<file path="src/rtl/pend_list_pkg.sv">
package pend_list_pkg;

    typedef enum logic [1:0] {
        ST_EMPTY   = 2'd0,
        ST_PARTIAL = 2'd1,
        ST_FULL    = 2'd2
    } list_state_e;

endpackage

</file>
<file path="src/rtl/pend_scan.sv">
module pend_scan #(
    parameter int NUM_SRC = 8,
    parameter int ID_W    = 3,
    parameter int CNT_W   = 4,
    parameter int PRIO_W  = 4,
    parameter logic [NUM_SRC*PRIO_W-1:0] SRC_PRIO = '0
) (
    input  logic [NUM_SRC-1:0][ID_W-1:0] slot_id,
    input  logic [CNT_W-1:0]             fill,
    input  logic [ID_W-1:0]              raise_id,
    input  logic [ID_W-1:0]              clear_id,
    output logic                         raise_dup,
    output logic                         clear_hit,
    output logic [CNT_W-1:0]             clear_idx,
    output logic [CNT_W-1:0]             ins_idx,
    output logic [ID_W-1:0]              top_id
);

    function automatic logic [PRIO_W-1:0] prio_of(input logic [ID_W-1:0] id);
        return SRC_PRIO[int'(id)*PRIO_W +: PRIO_W];
    endfunction

    logic [PRIO_W-1:0] new_prio;
    assign new_prio = prio_of(raise_id);

    // Ascending loop: the last match seen is the highest slot, i.e. the top-down first hit.
    always_comb begin
        raise_dup = 1'b0;
        clear_hit = 1'b0;
        clear_idx = '0;
        ins_idx   = '0;
        top_id    = '0;
        for (int i = 0; i < NUM_SRC; i++) begin
            if (CNT_W'(i) < fill) begin
                if (slot_id[i] == raise_id) begin
                    raise_dup = 1'b1;
                end
                if (slot_id[i] == clear_id) begin
                    clear_hit = 1'b1;
                    clear_idx = CNT_W'(i);
                end
                if (prio_of(slot_id[i]) <= new_prio) begin
                    ins_idx = ins_idx + CNT_W'(1);
                end
                if (CNT_W'(i) + CNT_W'(1) == fill) begin
                    top_id = slot_id[i];
                end
            end
        end
    end

endmodule

</file>
<file path="src/rtl/pend_slots.sv">
module pend_slots #(
    parameter int NUM_SRC = 8,
    parameter int ID_W    = 3,
    parameter int CNT_W   = 4
) (
    input  logic                         clk,
    input  logic                         rst_n,
    input  logic                         do_ins,
    input  logic [CNT_W-1:0]             ins_idx,
    input  logic [ID_W-1:0]              ins_id,
    input  logic                         do_del,
    input  logic [CNT_W-1:0]             del_idx,
    output logic [NUM_SRC-1:0][ID_W-1:0] slot_q
);

    logic [NUM_SRC-1:0][ID_W-1:0] slot_nxt;

    for (genvar g = 0; g < NUM_SRC; g++) begin : g_slot
        logic [ID_W-1:0] above;
        logic [ID_W-1:0] below;

        if (g == NUM_SRC - 1) begin : g_top
            assign above = '0;
        end else begin : g_inner_hi
            assign above = slot_q[g+1];
        end

        if (g == 0) begin : g_bottom
            assign below = '0;
        end else begin : g_inner_lo
            assign below = slot_q[g-1];
        end

        // Removal pulls the upper part down; insertion pushes it up.
        assign slot_nxt[g] =
            do_del ? ((CNT_W'(g) >= del_idx) ? above : slot_q[g]) :
            do_ins ? ((CNT_W'(g) >  ins_idx) ? below :
                      (CNT_W'(g) == ins_idx) ? ins_id : slot_q[g]) :
                     slot_q[g];
    end

    always_ff @(posedge clk or negedge rst_n) begin
        if (!rst_n) begin
            slot_q <= '0;
        end else begin
            slot_q <= slot_nxt;
        end
    end

endmodule

</file>
<file path="src/rtl/pend_list.sv">
module pend_list #(
    parameter int NUM_SRC = 8,
    parameter int PRIO_W  = 4,
    parameter int CODE_W  = 12,
    parameter logic [NUM_SRC*PRIO_W-1:0] SRC_PRIO =
        {4'h5, 4'h7, 4'hF, 4'h1, 4'hA, 4'h7, 4'h7, 4'h3},
    parameter logic [NUM_SRC*CODE_W-1:0] SRC_CODE =
        {12'h2E0, 12'h2C0, 12'h2A0, 12'h280, 12'h260, 12'h240, 12'h220, 12'h200},
    localparam int ID_W  = (NUM_SRC > 1) ? $clog2(NUM_SRC) : 1,
    localparam int CNT_W = $clog2(NUM_SRC + 1)
) (
    input  logic              clk,
    input  logic              rst_n,
    input  logic              raise_vld,
    input  logic [ID_W-1:0]   raise_id,
    input  logic              clear_vld,
    input  logic [ID_W-1:0]   clear_id,
    input  logic              accept_req,
    output logic [PRIO_W-1:0] pend_prio,
    output logic [CODE_W-1:0] pend_code,
    output logic              accept_vld,
    output logic [CODE_W-1:0] accept_code,
    output logic              accept_err
);
    import pend_list_pkg::*;

    localparam logic [CNT_W-1:0] FULL_CNT = CNT_W'(NUM_SRC);

    function automatic logic [PRIO_W-1:0] prio_of(input logic [ID_W-1:0] id);
        return SRC_PRIO[int'(id)*PRIO_W +: PRIO_W];
    endfunction

    function automatic logic [CODE_W-1:0] code_of(input logic [ID_W-1:0] id);
        return SRC_CODE[int'(id)*CODE_W +: CODE_W];
    endfunction

    list_state_e                  state_q, state_nxt;
    logic [CNT_W-1:0]             fill_q, fill_nxt;
    logic [NUM_SRC-1:0][ID_W-1:0] slot_id;
    logic                         raise_dup, clear_hit;
    logic [CNT_W-1:0]             clear_idx, ins_idx;
    logic [ID_W-1:0]              top_id;
    logic                         do_ins, do_del;

    pend_scan #(
        .NUM_SRC (NUM_SRC),
        .ID_W    (ID_W),
        .CNT_W   (CNT_W),
        .PRIO_W  (PRIO_W),
        .SRC_PRIO(SRC_PRIO)
    ) i_scan (
        .slot_id  (slot_id),
        .fill     (fill_q),
        .raise_id (raise_id),
        .clear_id (clear_id),
        .raise_dup(raise_dup),
        .clear_hit(clear_hit),
        .clear_idx(clear_idx),
        .ins_idx  (ins_idx),
        .top_id   (top_id)
    );

    // A clear wins over a raise arriving in the same cycle.
    assign do_del = clear_vld && clear_hit;
    assign do_ins = raise_vld && !clear_vld && !raise_dup && (state_q != ST_FULL);

    pend_slots #(
        .NUM_SRC(NUM_SRC),
        .ID_W   (ID_W),
        .CNT_W  (CNT_W)
    ) i_slots (
        .clk    (clk),
        .rst_n  (rst_n),
        .do_ins (do_ins),
        .ins_idx(ins_idx),
        .ins_id (raise_id),
        .do_del (do_del),
        .del_idx(clear_idx),
        .slot_q (slot_id)
    );

    // Next-state logic for the occupancy machine.
    always_comb begin
        state_nxt = state_q;
        fill_nxt  = fill_q;
        unique case (state_q)
            ST_EMPTY: begin
                if (do_ins) begin
                    fill_nxt  = CNT_W'(1);
                    state_nxt = (FULL_CNT == CNT_W'(1)) ? ST_FULL : ST_PARTIAL;
                end
            end
            ST_PARTIAL: begin
                if (do_del) begin
                    fill_nxt  = fill_q - CNT_W'(1);
                    state_nxt = (fill_q == CNT_W'(1)) ? ST_EMPTY : ST_PARTIAL;
                end else if (do_ins) begin
                    fill_nxt  = fill_q + CNT_W'(1);
                    state_nxt = (fill_q + CNT_W'(1) == FULL_CNT) ? ST_FULL : ST_PARTIAL;
                end
            end
            ST_FULL: begin
                if (do_del) begin
                    fill_nxt  = fill_q - CNT_W'(1);
                    state_nxt = (fill_q == CNT_W'(1)) ? ST_EMPTY : ST_PARTIAL;
                end
            end
            default: begin
                state_nxt = ST_EMPTY;
                fill_nxt  = '0;
            end
        endcase
    end

    // State register.
    always_ff @(posedge clk or negedge rst_n) begin
        if (!rst_n) begin
            state_q <= ST_EMPTY;
            fill_q  <= '0;
        end else begin
            state_q <= state_nxt;
            fill_q  <= fill_nxt;
        end
    end

    // Output process: accept response is registered, top view is live.
    always_ff @(posedge clk or negedge rst_n) begin
        if (!rst_n) begin
            accept_vld  <= 1'b0;
            accept_code <= '0;
            accept_err  <= 1'b0;
        end else begin
            accept_vld  <= accept_req;
            accept_err  <= accept_req && (state_q == ST_EMPTY);
            accept_code <= (accept_req && state_q != ST_EMPTY) ? code_of(top_id) : '0;
        end
    end

    assign pend_prio = (state_q == ST_EMPTY) ? '0 : prio_of(top_id);
    assign pend_code = (state_q == ST_EMPTY) ? '0 : code_of(top_id);

    // Input assumptions: identifiers are in range whenever their strobes are high.
    AST_RAISE_ID_RANGE: assert property (@(posedge clk) disable iff (!rst_n)
        raise_vld |-> (int'(raise_id) < NUM_SRC));
    AST_CLEAR_ID_RANGE: assert property (@(posedge clk) disable iff (!rst_n)
        clear_vld |-> (int'(clear_id) < NUM_SRC));

    AST_EMPTY_MATCHES_FILL: assert property (@(posedge clk) disable iff (!rst_n)
        (state_q == ST_EMPTY) == (fill_q == '0));
    AST_FULL_MATCHES_FILL: assert property (@(posedge clk) disable iff (!rst_n)
        (state_q == ST_FULL) == (fill_q == FULL_CNT));

    for (genvar p = 0; p + 1 < NUM_SRC; p++) begin : g_order_chk
        AST_SORTED_PAIR: assert property (@(posedge clk) disable iff (!rst_n)
            (CNT_W'(p + 1) < fill_q) |->
                (prio_of(slot_id[p]) <= prio_of(slot_id[p+1])));
    end

    AST_DUP_KEEPS_LIST: assert property (@(posedge clk) disable iff (!rst_n)
        (raise_vld && raise_dup && !clear_vld) |=> $stable(slot_id) && $stable(fill_q));
    AST_CLEAR_SHRINKS: assert property (@(posedge clk) disable iff (!rst_n)
        (clear_vld && clear_hit) |=> (fill_q == $past(fill_q) - CNT_W'(1)));
    AST_ABSENT_CLEAR_NOP: assert property (@(posedge clk) disable iff (!rst_n)
        (clear_vld && !clear_hit) |=> $stable(slot_id) && $stable(fill_q));
    AST_ACCEPT_KEEPS_LIST: assert property (@(posedge clk) disable iff (!rst_n)
        (accept_req && !raise_vld && !clear_vld) |=> $stable(fill_q));
    AST_ERR_ONLY_EMPTY: assert property (@(posedge clk) disable iff (!rst_n)
        accept_err |-> (accept_vld && accept_code == '0));
    AST_RAISE_DROPPED: assert property (@(posedge clk) disable iff (!rst_n)
        (raise_vld && clear_vld && !clear_hit) |=> $stable(fill_q));

endmodule

</file>
<file path="config.mk">
export PLATFORM = sky130hd
export DESIGN_NAME = pend_list
export DESIGN_NICKNAME = d
export VERILOG_FILES = /design/src/rtl/pend_list_pkg.sv /design/src/rtl/pend_scan.sv /design/src/rtl/pend_slots.sv /design/src/rtl/pend_list.sv
export SDC_FILE = /design/constraint.sdc
export NUM_CORES = 1
export LEC_CHECK = 0
export ABC_CLOCK_PERIOD_IN_PS = 8500
export BUFFER_PORTS_ARGS = -buffer_cell sky130_fd_sc_hd__buf_2
export CAP_MARGIN = 40
export CELL_PAD_IN_SITES_DETAIL_PLACEMENT = 1
export CELL_PAD_IN_SITES_GLOBAL_PLACEMENT = 1
export CORE_ASPECT_RATIO = 0.9
export CORE_UTILIZATION = 47
export DETAILED_ROUTE_END_ITERATION = 10
export HOLD_SLACK_MARGIN = 0.15
export PLACE_DENSITY = 0.95
export SLEW_MARGIN = 20
export SYNTH_ARGS = -nofsm -noshare
export SYNTH_HDL_FRONTEND = slang
export SYNTH_SLANG_ARGS = --single-unit
</file>
<file path="constraint.sdc">
create_clock -name clk -period 8.5 [get_ports clk]
set_input_delay 0 -clock clk [delete_from_list [all_inputs] [get_ports clk]]
set_output_delay 0 -clock clk [all_outputs]
set_load 0.03 [all_outputs]
</file>
Word level (Yosys, flattened, before mapping):

Cells that the tools add are included.

* add/sub/neg operators: 9
* multiply operators: 1
* $lt $le $gt $ge: 32
* eq/ne operators: 47
* shifts and indexed selects: 11
* muxes and demuxes: 133
* reductions and logical operators: 29

Operator list (count)
* 32-bit by 6-bit variable part select with 4-bit output (first input constant): 10
* 3-bit 2-to-1 mux: 56
* 4-bit 2-to-1 mux: 33
* 96-bit by 8-bit variable part select with 12-bit output (first input constant): 1
* 3-bit equality test: 16
* 1-bit 2-to-1 mux: 35
* 4-bit by 1-bit adder with 4-bit output (second input constant): 8
* 3-bit by 4-bit equality test with 1-bit output (first input constant): 8
* 4-bit less-or-equal comparator: 8
* 3-bit AND reduction: 9
* 12-bit 2-to-1 mux: 2
* 3-bit nonzero test: 8
* 2-bit inequality test (second input constant): 9
* 2-bit by 4-bit equality test with 1-bit output (first input constant): 4
* 3-bit by 4-bit greater-or-equal comparator with 1-bit output (first input constant): 4
* 3-bit by 4-bit > comparator with 1-bit output (first input constant): 4
* 3-bit by 4-bit < comparator with 1-bit output (first input constant): 4
* 4-bit case mux with 3 select lines: 1
* 2-bit 2-to-1 mux: 5
* 1-bit by 4-bit equality test with 1-bit output (first input constant): 2
* 1-bit by 4-bit greater-or-equal comparator with 1-bit output (first input constant): 2
* 2-bit by 4-bit greater-or-equal comparator with 1-bit output (first input constant): 2
* 1-bit by 4-bit > comparator with 1-bit output (first input constant): 2
* 2-bit by 4-bit > comparator with 1-bit output (first input constant): 2
* other kinds (17): 27

* flip-flop bits (word level): 44
* bits of input ports: 11

Depth between registers and ports, before layout:

* depth in word-level cells: 30
* mapped depth: 35
* mapped depth without buffers: 32

Hierarchy:

Synthesis repeated with hierarchy kept, for this count alone.

* cell total of the unflattened synthesis: 754
* area total of the unflattened synthesis: 6007.0 um^2

By module, submodules not included
* pend_scan: times used 1, cells each 479, area each 3410.8 um^2, sequential area each 0.0 um^2
* pend_slots: times used 1, cells each 161, area each 1651.6 um^2, sequential area each 600.6 um^2
* pend_list: times used 1, cells each 114, area each 944.7 um^2, sequential area each 300.3 um^2

Least setup slack after synthesis:

OpenSTA, ideal clock, no wires.

* path type: input-to-reg
* start: in raise_id[1]
* end: reg i_slots.slot_q, in the netlist i_slots.g_slot[3].above[0]
* arrival: 6.555 ns
* required time: 8.374 ns
* slack: 1.819 ns
* cell stages on the path: 33
* buffers on the path: 2
* cells stage by stage: clkbuf_1 -> inv_1 -> ha_1 -> nor2_1 -> ha_1 -> nand2_1 -> or4b_4 -> a21boi_0 -> ha_1 -> o21ai_0 -> a31oi_1 -> o21a_2 -> ha_1 -> a21oi_1 -> mux2_2 -> inv_1 -> ha_1 -> nand3_1 -> o31ai_1 -> a2111o_1 -> o211a_1 -> ha_1 -> mux2i_1 -> inv_1 -> ha_1 -> nand2_1 -> o21ai_0 -> a21boi_0 -> mux2i_1 -> buf_2 -> mux2i_1 -> nor2_1 -> a221o_1

* word-level cells in the longest chain between the ends: 29
* elaborated cells on any way between the ends: 67
* classes of those cells: 7 x add/sub; 9 x order compare; 9 x eq/ne; 1 x shift; 35 x mux; 6 x reduce/logical

RTL lines
* start: declaration: RTL line pend_list.sv:15 `input logic [ID_W-1:0] raise_id,`
* 32-bit by 6-bit variable part select with 4-bit output: RTL line pend_scan.sv:20 `return SRC_PRIO[int'(id)*PRIO_W +: PRIO_W];`
* 4-bit less-or-equal comparator: RTL line pend_scan.sv:42 `if (prio_of(slot_id[i]) <= new_prio) begin`
* 1-bit 2-to-1 mux: RTL line pend_scan.sv:42
* 4-bit 2-to-1 mux: RTL line pend_scan.sv:34 `if (CNT_W'(i) < fill) begin`
* 4-bit by 1-bit adder with 4-bit output: RTL line pend_scan.sv:43 `ins_idx = ins_idx + CNT_W'(1);`
* 4-bit 2-to-1 mux: RTL line pend_scan.sv:42
* 4-bit 2-to-1 mux: RTL line pend_scan.sv:34
* 4-bit by 1-bit adder with 4-bit output: RTL line pend_scan.sv:43
* (+12 left out)
* 4-bit 2-to-1 mux: RTL line pend_scan.sv:42
* 4-bit 2-to-1 mux: RTL line pend_scan.sv:34
* 4-bit by 1-bit adder with 4-bit output: RTL line pend_scan.sv:43
* 4-bit 2-to-1 mux: RTL line pend_scan.sv:42
* 4-bit 2-to-1 mux: RTL line pend_scan.sv:34
* 3-bit by 4-bit > comparator with 1-bit output: RTL line pend_slots.sv:37 `do_ins ? ((CNT_W'(g) > ins_idx) ? below :`
* 3-bit 2-to-1 mux (2 in a row): RTL line pend_slots.sv:37
* 3-bit 2-to-1 mux: RTL line pend_slots.sv:36 `do_del ? ((CNT_W'(g) >= del_idx) ? above : slot_q[g]) :`
* end signal: assignment: RTL line pend_slots.sv:46 `slot_q <= slot_nxt;`
* end: declaration: RTL line pend_slots.sv:13 `output logic [NUM_SRC-1:0][ID_W-1:0] slot_q`

Several ways; a longest one is shown, not always the timed one. The select of a mux whose other input is x is not followed.
A chain may end at the register's enable or synchronous reset.

Worst setup path after layout:

* start: reg i_slots.slot_q, in the netlist i_slots.g_slot[1].below[0]
* end: reg i_slots.slot_q, in the netlist i_slots.g_slot[2].above[1]

* word-level cells in the longest chain between the ends: 29
* elaborated cells on any way between the ends: 72
* classes of those cells: 7 x add/sub; 2 x order compare; 4 x eq/ne; 1 x shift; 51 x mux; 7 x reduce/logical

RTL lines (RTL line)
* 32-bit by 6-bit variable part select with 4-bit output: pend_scan.sv:20
* 4-bit less-or-equal comparator: pend_scan.sv:42
* 1-bit 2-to-1 mux: pend_scan.sv:42
* 4-bit 2-to-1 mux: pend_scan.sv:34
* 4-bit by 1-bit adder with 4-bit output: pend_scan.sv:43
* 4-bit 2-to-1 mux: pend_scan.sv:42
* 4-bit 2-to-1 mux: pend_scan.sv:34
* 4-bit by 1-bit adder with 4-bit output: pend_scan.sv:43
* (+12 left out)
* 4-bit 2-to-1 mux: pend_scan.sv:42
* 4-bit 2-to-1 mux: pend_scan.sv:34
* 4-bit by 1-bit adder with 4-bit output: pend_scan.sv:43
* 4-bit 2-to-1 mux: pend_scan.sv:42
* 4-bit 2-to-1 mux: pend_scan.sv:34
* 2-bit by 4-bit > comparator with 1-bit output: pend_slots.sv:37
* 3-bit 2-to-1 mux (2 in a row): pend_slots.sv:37
* 3-bit 2-to-1 mux: pend_slots.sv:36

Several ways; a longest one is shown, not always the timed one. The select of a mux whose other input is x is not followed.

==> results.sh <==
export IMPL_cp_depth=31
export IMPL_detail_route_iter0_violations=346
export IMPL_synth_seq_cells=36
export IMPL_drv_cap=0
export IMPL_vias_per_cell=6.48
export IMPL_worstPathRequired_ns=8.67
export IMPL_dieArea_um2=12900
export IMPL_crit_type="reg -> reg"
export IMPL_hpwl_mm=15.1
export IMPL_finalHoldViolations=0
export IMPL_diodes=0
export IMPL_max_stage_delay_ns=0.52
export IMPL_grt_overflow=0
export IMPL_cts_max_path_buffers=2
export IMPL_nets=818
export IMPL_io_buffers=24
export IMPL_reg2reg_to="i_slots.g_slot[2].above[1]"
export IMPL_yosysWarnings=0
export IMPL_ant_nets=0
export IMPL_netlist_area_um2=5850
export IMPL_slew_headroom_pct=35.2
export IMPL_worst_r2r_cell_count=31
export IMPL_clock_root_buffer="clkbuf_16"
export IMPL_endpoint_kind="flip-flop"
export IMPL_routed_wl_mm=19.5
export IMPL_hold_class="in -> async"
export IMPL_cts_resized=0
export IMPL_fp_dieW_um=120
export IMPL_ys_types=84
export IMPL_via_count=5857
export IMPL_synth_largest_area_cell="dfrtp_1"
export IMPL_period_minus_slack_ns=7.58
export IMPL_max_freq_ghz=0.132
export IMPL_rsz0062_at_grt="no"
export IMPL_path_buf_inv=2
export IMPL_r2r_slack_ns=0.92
export IMPL_numCtsBuffers=5
export IMPL_ys_seq_area_share_pct=15.4
export IMPL_synth_cells=757
export IMPL_grt_pass1_vias=6324
export IMPL_cts_tree="built"
export IMPL_cp_top_family="compound AO/OA/AOI/OAI gates"
export IMPL_cp_arrival_ns=7.75
export IMPL_h_tree_depth=2
export IMPL_grt_pass1_wl_mm=31.7
export IMPL_r2r_start="i_slots.g_slot[1].below[0]"
export IMPL_drc_errors=0
export IMPL_final_setup_viol_count=0
export IMPL_clkTransAtPathRegs_ns=0.06
export IMPL_rows=38
export IMPL_crit_fanout=10
export IMPL_synth_edf_count=0
export IMPL_synth_area_leaders="dfrtp_1 15%, ha_1 13%, xnor2_1 7.8%, nand2_1 4.2%, nor2_1 3.4%"
export IMPL_firstDrtPassIters=5
export IMPL_nFillCells=1515
export IMPL_synthFlopType="dfrtp_1"
export IMPL_syn_area_per_cell_um2=7.73
export IMPL_gp_congestion=0.973
export IMPL_worst_pin_slew_ns=0.972
export IMPL_avgRoutedWirePerCell_um=21.6
export IMPL_skew_ns=0.00494
export IMPL_clk_latency_ns=0.29
export IMPL_layout_commonest_cell="nand2_1"
export IMPL_fin_tns_setup_ns=0
export IMPL_antenna_found_initial=0
export IMPL_layout_cells_most_common_list="66 x nand2_1, 63 x ha_1, 53 x nor2_1"
export IMPL_slew_viol_final=0
export IMPL_drive_gt1_share_pct=9.95
export IMPL_status="complete, no violations"
export IMPL_start_kind="flip-flop"
export IMPL_die_y_um=108
export IMPL_synth_top_area_share_pct=15.4
export IMPL_grt_max_degree=37
export IMPL_post_cts_buffers=0
export IMPL_floorplan_initialDensity_pct=48.4
export IMPL_synthToLayoutAreaGrowth_pct=4.96
export IMPL_cp_common_cell="ha_1"
export IMPL_fin_crit_sh_pct=89.2
export IMPL_async_flop_share_pct=100
export IMPL_design_core_area_um2=12100
export IMPL_io_pins=41
export IMPL_cts_sinks=36
export IMPL_slowest_stage="or4b_4"
export IMPL_grtUsageTotal_pct=31.0
-- how the worst max path moves through the flow --
stage	from	endpoint	slack (ns)
6_report	i_slots.g_slot[1].below[0]	i_slots.g_slot[2].above[1]	0.92
3_3_place_gp	raise_id[0]	i_slots.g_slot[2].above[1]	1.39
3_5_place_dp	raise_id[1]	i_slots.g_slot[2].above[1]	0.85
5_1_grt	i_slots.g_slot[1].below[0]	i_slots.g_slot[4].above[1]	0.46
4_1_cts	i_slots.g_slot[1].below[0]	i_slots.g_slot[2].above[1]	0.98
2_1_floorplan	raise_id[1]	i_slots.g_slot[3].above[0]	1.82
-- sequential cells by signal, summed over array words and instances (netlist names) --
| register | cells |
|---|---|
| i_slots.g_slot.below | 3 |
| i_slots.g_slot.above | 21 |
| accept_vld | 1 |
| state_q | 2 |
| fill_q | 4 |
| accept_code | 4 |
| accept_err | 1 |
-- cell type report --
cell class	count	area [um2]	area share (%)
Timing Repair Buffer	36	229	3.73
Multi-Input combinational cell	614	4450	72.4
Sequential cell	36	901	14.7
Tap cell	160	200	3.26
Inverter	51	210	3.42
Clock buffer	7	153	2.49
-- cells in the mapped netlist, drive strengths merged (7+ instances only) --
library cell	instances
a21boi	7
o22ai	9
nor3	12
xor2	12
inv	49
dfrtp	36
clkbuf	42
a21oi	30
a221oi	8
mux2i	16
and3	7
nand3	19
nor2	53
nand2b	21
o31ai	7
a211oi	8
o21ai	37
nand4	12
ha	63
nor2b	12
nand2	66
buf	29
xnor2	55
a21o	16
and2	12
a31oi	13
nor4	10
-- metal layers --
layer,up-vias,global-route usage [%],wire length (um)
met2,232,54.9,9610
met1,2937,36.7,8120
li1,2633,-,-
met3,55,3.97,1080
met5,-,0,0
met4,0,15.7,703
-- per-stage QoR --
stage	worst slack [ns]	hold WS (ns)	cell area [um2]	instances	utilization, %
global placement	1.39	0.131	5920	891	49.0
CTS	0.977	0.298	6110	902	50.6
finish	0.921	0.128	6140	904	50.8
floorplan	1.82	-0.296	5900	772	-
global route	0.457	0.157	6140	904	50.8
detailed placement	0.846	0.140	5940	893	49.2
-- kinds of logic after synthesis --
group / after synthesis / synth area share, %
simple gates: 246 / 21.9
compound gates: 198 / 23.9
buf+inv: 122 / 9.71
xor+xnor: 69 / 11.7
fa+ha+maj: 63 / 13.5
flops: 36 / 15.4
mux: 22 / 3.89
other cells: 1 / 0.0641
-- repair_timing --
item,4_1_cts,5_1_grt
endpoints found under the hold margin,42,0
setup endpoints to repair,0,0
hold buffers,2,0
Power is left out: the tool's default activity adds up to more than one toggle a clock period on the data nets, which glitch-free logic cannot reach.
